`config.mk`:
```
export PLATFORM = sky130hd
export DESIGN_NAME = csa_accum
export DESIGN_NICKNAME = d
export VERILOG_FILES = /design/src/rtl/csa_pkg.sv /design/src/rtl/csa_row.sv /design/src/rtl/csa_tree.sv /design/src/rtl/csa_cpa.sv /design/src/rtl/csa_accum.sv
export SDC_FILE = /design/constraint.sdc
export NUM_CORES = 1
export LEC_CHECK = 0
export ABC_AREA = 1
export BUFFER_PORTS_ARGS = -buffer_cell sky130_fd_sc_hd__buf_2
export CAP_MARGIN = 0
export CORE_MARGIN = 10
export CORE_UTILIZATION = 40
export CTS_CLUSTER_DIAMETER = 60
export DETAILED_ROUTE_END_ITERATION = 12
export GPL_TIMING_DRIVEN = 0
export SYNTH_ARGS = -nofsm -noshare
export SYNTH_HDL_FRONTEND = slang
export SYNTH_HIERARCHICAL = 1
export SYNTH_SLANG_ARGS = --single-unit
```
`constraint.sdc`:
```
create_clock -name clk_i -period 4.3 [get_ports clk_i]
set_input_delay 0 -clock clk_i [delete_from_list [all_inputs] [get_ports clk_i]]
set_output_delay 0 -clock clk_i [all_outputs]
set_load 0.005 [all_outputs]
```
`src/rtl/csa_pkg.sv`:
```
package csa_pkg;
  function automatic logic fa_sum(input logic a, input logic b, input logic c);
    return a ^ b ^ c;
  endfunction

  function automatic logic fa_carry(input logic a, input logic b, input logic c);
    return (a & b) | (a & c) | (b & c);
  endfunction
endpackage

```
`src/rtl/csa_row.sv`:
```
// One 3:2 compressor row; carry word is pre-shifted, top carry discarded (mod 2^W).
module csa_row
  import csa_pkg::*;
#(
  parameter int W = 8
) (
  input  logic [W-1:0] x_i,
  input  logic [W-1:0] y_i,
  input  logic [W-1:0] z_i,
  output logic [W-1:0] s_o,
  output logic [W-1:0] c_o
);
  assign c_o[0] = 1'b0;
  for (genvar b = 0; b < W; b++) begin : g_bit
    assign s_o[b] = fa_sum(x_i[b], y_i[b], z_i[b]);
    if (b > 0) begin : g_cy
      assign c_o[b] = fa_carry(x_i[b-1], y_i[b-1], z_i[b-1]);
    end
  end
endmodule

```
`src/rtl/csa_tree.sv`:
```
// Linear array of 3:2 rows reducing N_IN words to a sum/carry pair.
module csa_tree #(
  parameter int W    = 8,
  parameter int N_IN = 4
) (
  input  logic [N_IN-1:0][W-1:0] in_i,
  output logic [W-1:0]           s_o,
  output logic [W-1:0]           c_o
);
  localparam int N_ROW = N_IN - 2;

  logic [N_ROW-1:0][W-1:0] s_w;
  logic [N_ROW-1:0][W-1:0] c_w;

  for (genvar k = 0; k < N_ROW; k++) begin : g_row
    if (k == 0) begin : g_first
      csa_row #(.W(W)) i_row (
        .x_i(in_i[0]), .y_i(in_i[1]), .z_i(in_i[2]),
        .s_o(s_w[k]),  .c_o(c_w[k])
      );
    end else begin : g_next
      csa_row #(.W(W)) i_row (
        .x_i(s_w[k-1]), .y_i(c_w[k-1]), .z_i(in_i[k+2]),
        .s_o(s_w[k]),   .c_o(c_w[k])
      );
    end
  end

  assign s_o = s_w[N_ROW-1];
  assign c_o = c_w[N_ROW-1];
endmodule

```
`src/rtl/csa_cpa.sv`:
```
// Final resolving adder, outside the accumulation loop.
module csa_cpa #(
  parameter int W = 8
) (
  input  logic [W-1:0] a_i,
  input  logic [W-1:0] b_i,
  output logic [W-1:0] y_o
);
  assign y_o = a_i + b_i;
endmodule

```
`src/rtl/csa_accum.sv`:
```
module csa_accum #(
  parameter int OP_W    = 16,
  parameter int LANES   = 2,
  parameter int MAX_OPS = 64
) (
  input  logic                  clk_i,
  input  logic                  rst_ni,
  input  logic                  clear_i,
  input  logic                  op_valid_i,
  input  logic                  op_last_i,
  input  logic [LANES-1:0]      lane_en_i,
  input  logic [LANES*OP_W-1:0] op_i,
  output logic [OP_W+$clog2(MAX_OPS)-1:0] sum_o,
  output logic                  done_o
);
  localparam int ACC_W = OP_W + $clog2(MAX_OPS);
  localparam int N_IN  = LANES + 2;
  localparam int PAD_W = ACC_W - OP_W;

  logic [ACC_W-1:0] ps_q, cy_q, ps_d, cy_d;
  logic             fresh_q, done_q;
  logic [N_IN-1:0][ACC_W-1:0] tree_in;

  // fresh_q: next accepted cycle starts from zero instead of the stored total
  assign tree_in[0] = fresh_q ? '0 : ps_q;
  assign tree_in[1] = fresh_q ? '0 : cy_q;

  for (genvar k = 0; k < LANES; k++) begin : g_lane
    assign tree_in[k+2] = lane_en_i[k] ? {{PAD_W{1'b0}}, op_i[k*OP_W +: OP_W]} : '0;
  end

  csa_tree #(.W(ACC_W), .N_IN(N_IN)) i_tree (
    .in_i(tree_in),
    .s_o (ps_d),
    .c_o (cy_d)
  );

  always_ff @(posedge clk_i or negedge rst_ni) begin
    if (!rst_ni) begin
      ps_q    <= '0;
      cy_q    <= '0;
      fresh_q <= 1'b1;
      done_q  <= 1'b0;
    end else if (clear_i) begin
      ps_q    <= '0;
      cy_q    <= '0;
      fresh_q <= 1'b1;
      done_q  <= 1'b0;
    end else begin
      done_q <= op_valid_i & op_last_i;
      if (op_valid_i) begin
        ps_q    <= ps_d;
        cy_q    <= cy_d;
        fresh_q <= op_last_i;
      end
    end
  end

  csa_cpa #(.W(ACC_W)) i_cpa (
    .a_i(ps_q),
    .b_i(cy_q),
    .y_o(sum_o)
  );

  assign done_o = done_q;
endmodule

```
After elaboration in Yosys (flattened, before gate mapping)
Index checks and enable logic that the tools add are counted.
- flip-flop bits (word level): 46
- input bits: 39
- output and inout port bits: 23
- $add $sub $neg: 1
- multiplexer cells: 11
- bitwise operators: 294
- reduce and logical (&&, ||, !) cells: 1
- operator list (operator ; count):
    $mux W22 ; 6
    $and A1 B1 Y1 ; 105
    $or A1 B1 Y1 ; 82
    $xor A1 B1 Y1 ; 75
    $mux W16 ; 2
    $add A22 B22 Y22 ; 1
    $and A1 B1 Y1 const B ; 20
    $xor A1 B1 Y1 const B ; 12
    $mux W1 ; 3
    $reduce_bool A2 Y1 ; 1

Longest topological paths before layout
Gate-level depths: netlist (run 1).
- word-level depth: 9
- gate-level depth with buffers: 14
- gate-level depth less buffers: 14

Hierarchy
The synthesis (run 1) kept the hierarchy.
- by module, submodules not included (module ; times used ; cells each ; area an instance (sq um) ; sequential area each (sq um)):
    csa_accum ; 1 ; 360 ; 2511.2 ; 1152.4
    csa_cpa ; 1 ; 303 ; 1515.2 ; 0.0
    csa_row ; 2 ; 32 ; 466.7 ; 0.0

Worst setup path before layout (run 1)
OpenSTA, ideal clock, no wires.
- path kind: register to register
- start: register fresh_q
- end: register ps_q[15]
- setup time: 0.065 ns
- data arrival time: 2.079 ns
- required time: 4.235 ns
- slack: 2.156 ns
- cell stages (with the launch flop): 8
- path buffers: 2
- clock period less this slack: 2.144 ns
- path through: dfstp_2 > buf_2 > buf_2 > nor2_1 > fa_1 > fa_1 > nand3_2 > nand2_1
- RTL lines (what ; RTL line ; source):
    from (decl) ; csa_accum.sv:21 ; logic fresh_q, done_q;
    from (signal assigned) ; csa_accum.sv:54 ; fresh_q <= op_last_i;
    to (signal assigned) ; csa_accum.sv:52 ; ps_q <= ps_d;
    to (decl) ; csa_accum.sv:20 ; logic [ACC_W-1:0] ps_q, cy_q, ps_d, cy_d;

Worst setup path in the final report (run 1)
- start: register ps_q[0]
- end: output sum_o[14]
- longest elaborated chain between the ends: 1
- ends and longest elaborated chain (what ; RTL line ; source):
    $add A22 B22 Y22 ; csa_cpa.sv:9 ; assign y_o = a_i + b_i;
    to (decl) ; csa_accum.sv:13 ; output logic [OP_W+$clog2(MAX_OPS)-1:0] sum_o,
Every way passes these cells.

==> results.cfg, run 1 <==
[critical_path]
crit_start = ps_q[0]
endpoint_kind = output pin
timing.rr.end = ps_q[15]
r2r_start = fresh_q
critical_path_required_ns = 4.30
arrival_ns = 2.48
reg2reg_depth = 7
path_max_fanout = 4
cp-start-kind = flip-flop
regToRegSetupSlack_ns = 1.88
crit_path_end = sum_o[14]
path_class = flip-flop to output pin

[synthesis]
synth_common_cells = 259 x nand2_1, 145 x inv_1, 69 x nor2_1, 65 x nand3_1, 45 x dfrtp_1
ys_seq_area_share_pct = 23.2
ys.flop_type = dfrtp_1
synthCells = 727
synth_area_leaders = dfrtp_1 23%, nand2_1 20%, fa_1 17%
yosysTopAreaCellShare_pct = 22.7
ys_warn_count = 6
synth_top_cell_by_area = dfrtp_1
synth_area_sq_um = 4960
synth_most_common_cell = nand2_1
synth_cell_types = 31
ys_seq_elements = 46
synth_async_sr_flop_share_pct = 100
synth.avg_cell_area_sq_um = 6.82
synth-edff-count = 0

[route]
drc = 0
postRouteAntennaNets = 0
post_drt_wl_per_cell_um = 13.6
avgViaCountPerCell = 4.55
drt-pass1-iter-count = 5
finalWirelength_um = 13300
dr.first_iter.drc_count = 352
vias = 4457

[global_route]
grt_pass1_wl_um = 23000
grt_start_max_net_pins = 47
antenna_found_initial = 0
grt_use_met3_pct = 2.59
overflow = 0
met1_usage_pct = 21.5
use_met2_pct = 26.3
busiest_layer = met2
grt_use_total_pct = 16.0
grt_pass1_vias = 4575

[clocking]
cts_max_level = 2
cts_root_buffer = clkbuf_16
clock_latency_ns = 0.29
cts.reportedPaths.clkPinSlew_ns = 0.07
cts-resized-gates = 0
numCtsBuffers = 5
clockBufferDepth = 2
clock-sinks = 46
tritoncts = done

[placement]
pre_cts_ws_ns = 1.91
dpl_cell_area_sq_um = 5510
port_buffers = 59
dpl.hpwl_um = 10900
dp.cells = 967
finalWeightedCongestion = 0.844

[floorplanning]
dieArea_sq_um = 17300
pin_count = 62
initial_core_util_pct = 41.1
die_height_um = 131
die_w_um = 131
row_count = 40
core_sq_um = 12100

[timing]
clock-skew-final_ns = 0.00670
hold_viol = 0
fmax_mhz = 404
slew_violations = 0
fin_crit_sh_pct = 57.6
fin_ws_ns = 1.82
tightestPinTransition_ns = 1.06
tns_ns = 0
min_period_ns = 2.48
hold_ws_ns = 0.0419
relSlewSlack_pct = 29.6
setup_violations = 0
rsz0062_at_grt = no

[power]
vdd_drop_max_mv = 0.148
leakage_nw = 3.46
finalPower_mw = 1.21
p_per_area_nw_per_um2 = 212

[finish]
final_util_pct = 47.3
num_antenna_cells = 0
drive_above_1_share_pct = 13.9
area_growth_pct = 15.0
instances_no_fill = 979
fin_nets = 913
finalInstanceArea_sq_um = 5700

[run]
maxCapViolations = 0

[status]
outcome = complete, no violations

[min_path]
hold_class = input pin to flip-flop
area by class of cell:
class / instances / area, sq um
Sequential cell: 46 / 1150
Fill cell: 1242 / 6360
Clock inverter: 1 / 5.00
Buffer: 24 / 209
Clock buffer: 7 / 143
Tap cell: 168 / 210
Timing Repair Buffer: 63 / 335
Multi-Input combinational cell: 522 / 3090
Inverter: 148 / 556
report_power, final:
part | internal, mW | switching, mW
registers | 0.457 | 0.0234
logic | 0.132 | 0.198
clock network | 0.231 | 0.167
total | 0.820 | 0.387
routing by layer:
metal / wire (um) / share of wire [%] / vias to the layer above
met5: 0 / 0 / -
met4: 141 / 1.1 / 0
met3: 734 / 5.5 / 9
met2: 6100 / 46 / 107
met1: 6370 / 48 / 2050
li1: - / - / 2291
registers in the layout, indices dropped and copies added, names as in the netlist:
name     cells
cy_q        22
ps_q        22
fresh_q      1
done_o       1
cell families after synthesis:
family / count (synthesis) / share of synthesized area, %
other cells: 3 / 0.227
compound gates: 14 / 1.74
fa+ha+maj: 64 / 22.7
xor+xnor: 10 / 1.77
flops: 46 / 23.2
buf+inv: 172 / 15.4
simple gates: 418 / 35.0
cells in the final DEF (no fill, tap or decap), types with 4 or more instances in the layout:
cell	count
inv_1	145
buf_6	12
xor2_1	7
nand2_2	8
nand2_1	259
buf_2	66
a21oi_1	9
ha_1	21
conb_1	16
dlygate4sd3_1	4
fa_1	43
nand3_1	65
clkbuf_16	5
nor2_1	69
dfrtp_1	45
worst max-delay path, cell delays in order, from the launching register on:
cell	delay (ns)
dfrtp_1	0.37
ha_1	0.30
inv_1	0.09
fa_1	0.41
inv_1	0.15
nand3_1	0.08
nand3_1	0.19
nand2_1	0.09
nand2_1	0.10
nand3_1	0.12
nand2_1	0.08
nand2_1	0.04
nand2_1	0.04
buf_2	0.10
worst min-delay path by stage:
stage,slack [ns],from,cells past startpoint,endpoint
after floorplan,-0.30,rst_ni,0,cy_q[0]
after global placement,0.22,clear_i,2,done_o
after detailed placement,0.23,clear_i,2,done_o
after CTS,0.04,op_valid_i,4,ps_q[14]
after global routing,0.05,op_valid_i,4,ps_q[14]
final,0.04,op_valid_i,4,ps_q[11]
timing repair:
action                                 in CTS  in global routing
setup buffers                               0                  0
hold buffers                                4                  0
endpoints found under the hold margin      47                  0
No activity file was read; power rests on OpenSTA's default activity.
==> run 2: changes to the inputs <==
==> constraint.sdc (replaced) <==
create_clock -name clk_i -period 2.3 [get_ports clk_i]
set_input_delay 0 -clock clk_i [delete_from_list [all_inputs] [get_ports clk_i]]
set_output_delay 0 -clock clk_i [all_outputs]
set_load 0.005 [all_outputs]
==> results.cfg, run 2 (synthesis results as in run 1) <==
[timing]
clock-skew-final_ns = 0.00559
tns_ns = 0
tightestPinTransition_ns = 1.06
hold_ws_ns = 0.0459
fmax_mhz = 455
slew_violations = 0
setup_violations = 0
min_period_ns = 2.20
fin_crit_sh_pct = 95.6
relSlewSlack_pct = 29.7
hold_viol = 0
fin_ws_ns = 0.101
rsz0062_at_grt = no

[floorplanning]
core_sq_um = 12100
die_w_um = 131
pin_count = 62
row_count = 40
initial_core_util_pct = 41.1
die_height_um = 131
dieArea_sq_um = 17300

[finish]
nFillCells = 1229
fin_nets = 916
num_antenna_cells = 0
area_growth_pct = 16.3
layout_common_cells = 259 x nand2_1, 144 x inv_1, 69 x nor2_1
largestRegisters = cy_q x22, ps_q x22
final_common_cell = nand2_1
drive_above_1_share_pct = 14.9

[placement]
port_buffers = 59
dpl.hpwl_um = 10900
finalWeightedCongestion = 0.844
pre_cts_ws_ns = -0.0924

[clocking]
tritoncts = done
numCtsBuffers = 5
cts.reportedPaths.clkPinSlew_ns = 0.07
cts_root_buffer = clkbuf_16
cts_max_level = 2
clock-sinks = 46
clockBufferDepth = 2
clock_latency_ns = 0.29

[critical_path]
arrival_ns = 2.43
timing.rr.end = ps_q[5]
path_class = flip-flop to flip-flop
critical_path_required_ns = 2.53
path_max_fanout = 10
regToRegSetupSlack_ns = 0.10
reg2reg_depth = 6
r2r_start = fresh_q
cp-start-kind = flip-flop
endpoint_kind = flip-flop

[min_path]
whs_path_depth = 4
hold_start = op_valid_i
hold_class = input pin to flip-flop
holdPathEnd = ps_q[11]

[route]
wl_met2_um = 6100
top_layer_used = met4
drt-pass1-iter-count = 5
drc = 0
vias = 4429
avgViaCountPerCell = 4.51
wl_met1_um = 6450
finalWirelength_um = 13400
dr.first_iter.drc_count = 289
dr_wl_met3_um = 695
postRouteAntennaNets = 0
post_drt_wl_per_cell_um = 13.7

[global_route]
antenna_found_initial = 0
grt_pass1_vias = 4586
overflow = 0
grt_pass1_wl_um = 23000
grt_start_max_net_pins = 47
grt_use_total_pct = 16.0

[power]
vdd_drop_max_mv = 0.274
leakage_nw = 3.49
finalPower_mw = 2.27
p_per_area_nw_per_um2 = 393

[status]
outcome = complete, no violations

[run]
maxCapViolations = 0
run 2: worst max-delay path: stages, from the launching register on:
cell and delay (ns):
dfstp_2 0.63, buf_4 0.22, nor2_1 0.09, fa_1 0.50
fa_1 0.55, nand3_1 0.07, nand2_1 0.07
run 2: cell type report:
cell class,instances,area (sq um),share of cell area (%)
clock inverters,1,5.00,0.0867
repair buffers,67,363,6.29
inverters,148,556,9.63
plain buffers,23,225,3.90
multi-input cells,522,3120,54.0
clock buffers,7,143,2.47
well taps,168,210,3.64
flip-flops and latches,46,1150,20.0
run 2: repair_timing:
item / 4_1_cts / 5_1_grt
endpoints found under the hold margin: 47 / 0
pin swaps: 0 / 1
endpoints found under the setup margin: 41 / 21
gates resized for setup: 9 / 4
setup buffers: 0 / 4
hold buffers: 4 / 0
run 2: worst max-delay path by stage:
stage	slack [ns]	startpoint	to
finish	0.10	fresh_q	ps_q[5]
global route	0.01	fresh_q	ps_q[2]
CTS	0.003	ps_q[0]	sum_o[14]
detailed placement	-0.09	fresh_q	ps_q[15]
global placement	-0.07	fresh_q	ps_q[14]
floorplan	0.16	fresh_q	ps_q[15]
run 2: where the power goes:
| group | switching, mW | internal (mW) | total [mW] |
|---|---|---|---|
| Sequential | 0.0478 | 0.855 | 0.903 |
| Combinational | 0.368 | 0.256 | 0.624 |
| Clock | 0.312 | 0.432 | 0.743 |
| Total | 0.728 | 1.54 | 2.27 |
run 2: layer usage:
metal,up-vias,global-route usage [%]
met4,0,4.26
met2,105,26.1
met1,2022,21.5
li1,2293,-
met5,-,0
met3,9,2.67
run 2: stage by stage:
| stage | area [sq um] | utilization (%) | std cells |
|---|---|---|---|
| global placement | 5510 | 45.7 | 967 |
| floorplan | 5010 | - | 740 |
| CTS | 5730 | 47.5 | 978 |
| detailed placement | 5510 | 45.7 | 967 |
| finish | 5770 | 47.8 | 982 |
| global route | 5770 | 47.8 | 982 |
